File: src/rtl/ras_pkg.sv
package ras_pkg;
  typedef enum logic [1:0] {
    OP_IDLE = 2'b00,
    OP_POP  = 2'b01,
    OP_PUSH = 2'b10,
    OP_SWAP = 2'b11
  } ras_op_e;

  function automatic ras_op_e decode_op(input logic push, input logic pop);
    return ras_op_e'({push, pop});
  endfunction
endpackage

File: src/rtl/ras_ptr_ctrl.sv
module ras_ptr_ctrl
  import ras_pkg::*;
#(
  parameter int DEPTH = 8,
  localparam int PTR_W = $clog2(DEPTH)
) (
  input  logic             clk_i,
  input  logic             rst_ni,
  input  ras_op_e          op_i,
  output logic [PTR_W-1:0] top_ptr_o,
  output logic             wr_en_o,
  output logic [PTR_W-1:0] wr_idx_o
);
  logic [PTR_W-1:0] ptr_q, ptr_d;

  always_comb begin
    ptr_d    = ptr_q;
    wr_en_o  = 1'b0;
    wr_idx_o = ptr_q;
    unique case (op_i)
      OP_PUSH: begin
        ptr_d    = ptr_q + PTR_W'(1);
        wr_en_o  = 1'b1;
        wr_idx_o = ptr_q + PTR_W'(1);
      end
      OP_POP:  ptr_d = ptr_q - PTR_W'(1);
      OP_SWAP: wr_en_o = 1'b1;
      default: ;
    endcase
  end

  always_ff @(posedge clk_i or negedge rst_ni) begin
    if (!rst_ni) ptr_q <= '0;
    else         ptr_q <= ptr_d;
  end

  assign top_ptr_o = ptr_q;

  a_r5_pop_wraps_down: assert property (@(posedge clk_i) disable iff (!rst_ni)
    op_i == OP_POP |=> ptr_q == $past(ptr_q) - PTR_W'(1));

  a_r6_swap_holds_ptr: assert property (@(posedge clk_i) disable iff (!rst_ni)
    op_i == OP_SWAP |=> $stable(ptr_q));

  a_r4_push_wraps_up: assert property (@(posedge clk_i) disable iff (!rst_ni)
    op_i == OP_PUSH |=> ptr_q == $past(ptr_q) + PTR_W'(1));
endmodule

File: src/rtl/ras_count.sv
module ras_count
  import ras_pkg::*;
#(
  parameter int DEPTH = 8,
  localparam int CNT_W = $clog2(DEPTH + 1)
) (
  input  logic             clk_i,
  input  logic             rst_ni,
  input  ras_op_e          op_i,
  output logic [CNT_W-1:0] count_o
);
  localparam logic [CNT_W-1:0] FULL = CNT_W'(DEPTH);

  logic [CNT_W-1:0] cnt_q;

  always_ff @(posedge clk_i or negedge rst_ni) begin
    if (!rst_ni) begin
      cnt_q <= '0;
    end else begin
      case (op_i)
        OP_PUSH: if (cnt_q != FULL) cnt_q <= cnt_q + CNT_W'(1);
        OP_POP:  if (cnt_q != '0)   cnt_q <= cnt_q - CNT_W'(1);
        default: ;
      endcase
    end
  end

  assign count_o = cnt_q;

  a_r8_count_bounded: assert property (@(posedge clk_i) disable iff (!rst_ni)
    cnt_q <= FULL);

  a_r4_count_saturates: assert property (@(posedge clk_i) disable iff (!rst_ni)
    (op_i == OP_PUSH && cnt_q == FULL) |=> cnt_q == FULL);

  a_r5_empty_pop_holds: assert property (@(posedge clk_i) disable iff (!rst_ni)
    (op_i == OP_POP && cnt_q == '0) |=> cnt_q == '0);

  a_r2_push_counts_up: assert property (@(posedge clk_i) disable iff (!rst_ni)
    (op_i == OP_PUSH && cnt_q != FULL) |=> cnt_q == $past(cnt_q) + CNT_W'(1));

  a_r6_swap_keeps_count: assert property (@(posedge clk_i) disable iff (!rst_ni)
    op_i == OP_SWAP |=> $stable(cnt_q));
endmodule

File: src/rtl/ras_regfile.sv
module ras_regfile #(
  parameter int DEPTH  = 8,
  parameter int ADDR_W = 11,
  localparam int PTR_W = $clog2(DEPTH)
) (
  input  logic              clk_i,
  input  logic              rst_ni,
  input  logic              wr_en_i,
  input  logic [PTR_W-1:0]  wr_idx_i,
  input  logic [ADDR_W-1:0] wr_data_i,
  input  logic [PTR_W-1:0]  rd_idx_i,
  output logic [ADDR_W-1:0] rd_data_o
);
  logic [ADDR_W-1:0] slot_w [DEPTH];

  for (genvar g = 0; g < DEPTH; g++) begin : g_slot
    logic [ADDR_W-1:0] slot_q;
    always_ff @(posedge clk_i or negedge rst_ni) begin
      if (!rst_ni)                                slot_q <= '0;
      else if (wr_en_i && wr_idx_i == PTR_W'(g))  slot_q <= wr_data_i;
    end
    assign slot_w[g] = slot_q;
  end

  assign rd_data_o = slot_w[rd_idx_i];

  a_r2_write_lands: assert property (@(posedge clk_i) disable iff (!rst_ni)
    wr_en_i |=> slot_w[$past(wr_idx_i)] == $past(wr_data_i));
endmodule

File: src/rtl/ret_addr_stack.sv
module ret_addr_stack
  import ras_pkg::*;
#(
  parameter int ADDR_W = 11,
  parameter int DEPTH  = 8,
  localparam int PTR_W = $clog2(DEPTH),
  localparam int CNT_W = $clog2(DEPTH + 1)
) (
  input  logic              clk_i,
  input  logic              rst_ni,
  input  logic              push_i,
  input  logic              pop_i,
  input  logic [ADDR_W-1:0] push_addr_i,
  output logic [ADDR_W-1:0] pop_addr_o,
  output logic [CNT_W-1:0]  count_o
);
  ras_op_e          op;
  logic [PTR_W-1:0] top_ptr, wr_idx;
  logic             wr_en;

  assign op = decode_op(push_i, pop_i);

  ras_ptr_ctrl #(.DEPTH(DEPTH)) u_ptr (
    .clk_i     (clk_i),
    .rst_ni    (rst_ni),
    .op_i      (op),
    .top_ptr_o (top_ptr),
    .wr_en_o   (wr_en),
    .wr_idx_o  (wr_idx)
  );

  ras_count #(.DEPTH(DEPTH)) u_cnt (
    .clk_i   (clk_i),
    .rst_ni  (rst_ni),
    .op_i    (op),
    .count_o (count_o)
  );

  ras_regfile #(.DEPTH(DEPTH), .ADDR_W(ADDR_W)) u_rf (
    .clk_i     (clk_i),
    .rst_ni    (rst_ni),
    .wr_en_i   (wr_en),
    .wr_idx_i  (wr_idx),
    .wr_data_i (push_addr_i),
    .rd_idx_i  (top_ptr),
    .rd_data_o (pop_addr_o)
  );

  a_r2_push_on_top: assert property (@(posedge clk_i) disable iff (!rst_ni)
    (push_i && !pop_i) |=> pop_addr_o == $past(push_addr_i));

  a_r6_swap_on_top: assert property (@(posedge clk_i) disable iff (!rst_ni)
    (push_i && pop_i) |=> pop_addr_o == $past(push_addr_i));

  a_r7_idle_stable: assert property (@(posedge clk_i) disable iff (!rst_ni)
    (!push_i && !pop_i) |=> ($stable(pop_addr_o) && $stable(count_o)));
endmodule

File: config.mk
export PLATFORM = sky130hd
export DESIGN_NAME = ret_addr_stack
export DESIGN_NICKNAME = d
export VERILOG_FILES = /design/src/rtl/ras_pkg.sv /design/src/rtl/ras_ptr_ctrl.sv /design/src/rtl/ras_count.sv /design/src/rtl/ras_regfile.sv /design/src/rtl/ret_addr_stack.sv
export SDC_FILE = /design/constraint.sdc
export NUM_CORES = 1
export LEC_CHECK = 0
export ABC_AREA = 1
export BUFFER_PORTS_ARGS = -buffer_cell sky130_fd_sc_hd__buf_4
export CELL_PAD_IN_SITES_DETAIL_PLACEMENT = 1
export CELL_PAD_IN_SITES_GLOBAL_PLACEMENT = 1
export CORE_MARGIN = 10
export CORE_UTILIZATION = 45
export CTS_CLUSTER_DIAMETER = 50
export CTS_CLUSTER_SIZE = 16
export DETAILED_ROUTE_END_ITERATION = 7
export GPL_TIMING_DRIVEN = 0
export PLACE_DENSITY_LB_ADDON = 0.1
export SYNTH_ARGS = -nofsm -noshare
export SYNTH_HDL_FRONTEND = slang
export SYNTH_SLANG_ARGS = --single-unit
File: constraint.sdc
create_clock -name clk_i -period 2.7 [get_ports clk_i]
set_input_delay 0 -clock clk_i [delete_from_list [all_inputs] [get_ports clk_i]]
set_output_delay 0 -clock clk_i [all_outputs]
set_load 0.01 [all_outputs]
==> results.md <==
* Run status: finished clean
* CTS tree: done
* Reg2Reg Depth at 12
* Die X at roughly 120 um
* Pwr Total at approximately 6.3 mW
* Setup Total Neg Slack at 0 ps
* Longest Clk Path Bufs at 2
* Number of global-route vias before repair at 4601
* Post-CTS setup buffers at 0
* CTS buffer count at 9
* Worst path slowest cell: dfrtp_1
* #FFs+latches synth at 95
* GR Util All Layers at around a fifth
* Largest family of logic cells by synthesized area: simple AND/OR/NAND/NOR gates
* Pre-CTS setup slack at 151.7 ps
* FF-to-FF End: u_rf.g_slot[3].slot_q[4]$_DFFE_PN0P_
* Layout cell share with drive strength beyond 1 at between 10% and 20%
* Flop-to-flop setup slack at around 130 ps
* Fmax at about 0.39 GHz
* Final RePlAce weighted congestion at 0.8322
* Residual DRC at 0
* CP peak stage delay at 400 ps
* Crit path cell chain: buf_4 -> inv_2 -> buf_2 -> clkbuf_4 -> ha_1 -> nand2_1 -> o21ai_2 -> nand3_1 -> nor2_2 -> clkbuf_4 -> nand2_1 -> nand2_1
* Worst hold-check path type: input port to register
* Setup WS post-layout at roughly 130 ps
* Crit path launch: u_ptr.top_ptr_o[0]$_DFFE_PN0P_
* Antenna viol nets, final at 0
* Final cell count without fillers at ~810
* ANT cells at 0
* Clk_lat worst skew at 380 ps
* Post-synthesis mux area share at 0%
* Die footprint at 15270 um^2
* Pin count of the biggest net entering global routing at 96
* Max-Cap Viols at 0
* Row count at 37
* Placed cells at 792
* Clock sink total at 95
* Relative slew slack at about 16%
* Synth Cell Area at around 4800 um^2
* Worst Setup End Kind: register
* Worst r2r src: u_ptr.top_ptr_o[0]$_DFFE_PN0P_
* Critical Path Stages at 12
* Post-DP HPWL at 10.65 mm
* Final hold vios at 0
* Worst setup path end: u_rf.g_slot[3].slot_q[4]$_DFFE_PN0P_
* Minimum clock period after layout at 2571 ps
* Most common cell on crit path: nand2_1
* Fin Hold WS at between 10 and 15 ps
* Synth warn at 0
* Post-synthesis sequential area ratio at 49.24%
* Ports at 30
* Total Wirelength at approximately 15 mm
* Total global routing overflow at 0
* Syn Inst Count at 637
* Vias at between 4000 and 5000
* Number of port buffers at 19
* Syn-to-layout area delta at 11.30%
* Simple-gate area share of the yosys netlist at a little under a third
* First-pass detailed-route iteration total at 5
* Final Net Count at between 600 and 700
* Syn Nets at between 600 and 700
* Final setup fails at 0
* Syn_area_per_cell at roughly 7.6 um^2
* Skew final at around 9.0 ps
* CP Max Fanout at 10
* Fill cell count at 1346
* Pleak at between 2 and 3 nW
* RSZ-0062 raised after global routing: yes
* Setup CP Type: register to register
* Slew @ Worst Pin at between 1000 and 1500 ps
* Critical path arrival at between 2000 and 3000 ps
* Compound-Gate Fraction of Synth Area at a little under a tenth
* Clock slew seen by the registers of the worst setup and hold paths at around 90 ps
* H-tree levels at 3
* Period utilization at approximately 95%
* Library cells used by synthesis at 25
* Post-Synth XOR/XNOR Area at around 1.4%
* Initial Utilization at between 40% and 50%
* Routed len/inst at about 19 um
* Pwr dens at ~1200 nW/um^2
* Synth Area in Adders at 2.073%
* Die H at 123.6 um
* Initial antenna violation count at 0
* Req. time, crit path at a little over 3000 ps
* Clk root buf: clkbuf_8
* CP top delay family: buffers and inverters
* Vias per cell at 5.416
* Drt initial violations at between 300 and 400
* Core Footprint at 10370 um^2
* Worst path bufs/invs at 5
* First-pass GRT wire length at between 20 and 25 mm
* Startpoint Class: register
* Max Slew Vio Count at 0
* VDD IR max at roughly 0.52 mV
-- sequential cells by signal (all words and copies together) (netlist names) --
name	cells
u_cnt.count_o	4
u_ptr.top_ptr_o	3
u_rf.g_slot.slot_q	88
-- cells in the mapped netlist --
master,instances,area (um^2)
nand3b_1,1,7.510
o21ai_1,14,70.07
inv_1,9,33.78
buf_2,16,80.08
nand2b_1,1,6.260
o22ai_1,22,137.6
xor2_2,1,16.27
nand2_2,5,31.28
nor2_1,52,195.2
o21ai_0,41,205.2
nor2_2,2,12.51
nand2_1,269,1010
xnor2_1,5,43.79
ha_1,8,100.1
buf_4,6,45.04
inv_2,9,33.78
clkbuf_1,21,78.83
nand3_1,47,235.2
or2_1,2,12.51
dfrtp_1,95,2377
buf_6,5,56.30
a21oi_1,3,15.01
o21ai_2,1,8.760
xor2_1,1,8.760
o211ai_1,1,7.510
-- placed cells by master (no fill, tap or decap), types with 8 or more instances in the layout --
cell,Yosys,routed
clkbuf_8,0,10
nor2_1,52,52
o21ai_1,14,14
nand2_1,269,269
inv_1,9,9
buf_4,6,25
o22ai_1,22,22
clkbuf_1,21,23
buf_2,16,13
inv_2,9,9
nand3_1,47,47
dfrtp_1,95,95
ha_1,8,8
o21ai_0,41,41
-- report_power, final --
part / internal, mW / total (mW) / switching [mW]
registers: 2.08 / 2.48 / 0.399
logic: 1.06 / 2.89 / 1.83
clock network: 0.450 / 0.964 / 0.514
total: 3.59 / 6.33 / 2.74
-- per-layer routing --
layer | up-vias | GRT usage (%) | share of wire, %
li1 | 2086 | - | -
met1 | 2199 | 26.86 | 45
met2 | 84 | 33.94 | 48
met3 | 23 | 3.665 | 4.7
met4 | 0 | 9.025 | 2.3
met5 | - | 0 | 0
-- final cells by class --
type / count / area (um^2) / area share, %
flip-flops and latches: 95 / 2377 / 44.24
multi-input cells: 476 / 2128 / 39.60
plain buffers: 48 / 267.8 / 4.983
repair buffers: 22 / 172.7 / 3.213
well taps: 136 / 170.2 / 3.166
clock buffers: 12 / 145.1 / 2.701
inverters: 18 / 67.56 / 1.257
clock inverters: 4 / 45.04 / 0.8382
-- how the worst min path moves through the flow --
stage                     depth (start not counted)                                   end            from  slack (ps)
final                                             3        u_ptr.top_ptr_o[1]$_DFFE_PN0P_           pop_i          10
after global routing                              3        u_ptr.top_ptr_o[1]$_DFFE_PN0P_           pop_i          50
after CTS                                         3        u_ptr.top_ptr_o[1]$_DFFE_PN0P_           pop_i          10
after detailed placement                          3  u_rf.g_slot[0].slot_q[0]$_DFFE_PN0P_  push_addr_i[0]         260
after global placement                            3  u_rf.g_slot[0].slot_q[0]$_DFFE_PN0P_  push_addr_i[0]         260
after floorplan                                   0          u_cnt.count_o[0]$_DFFE_PN0P_          rst_ni        -300
-- worst register-to-register path: stages (launching register included) --
cell      delay, ps
dfrtp_1         400
buf_4           240
inv_2            60
buf_2           180
clkbuf_4        230
ha_1            340
nand2_1          70
o21ai_2         110
nand3_1         210
nor2_2          230
clkbuf_4        260
nand2_1         100
nand2_1         100
-- cell families after synthesis --
| group | after synthesis |
|---|---|
| AO/OA/AOI/OAI | 82 |
| XOR/XNOR | 7 |
| adder cells (fa/ha/maj) | 8 |
| buffers and inverters | 66 |
| flip-flops | 95 |
| AND/OR/NAND/NOR | 379 |
-- metrics by stage --
stage	instance area, um^2	utilization, %
4_1_cts	5361	51.70
3_5_place_dp	5141	49.58
5_1_grt	5374	51.82
2_1_floorplan	4828	-
6_report	5374	51.82
3_3_place_gp	5141	49.58
-- what timing repair did --
action	in CTS	in global routing
endpoints found under the hold margin	105	0
gates resized for setup	0	4
hold buffers	3	0
setup endpoints to repair	0	40
(Power assumes the default switching activity.)
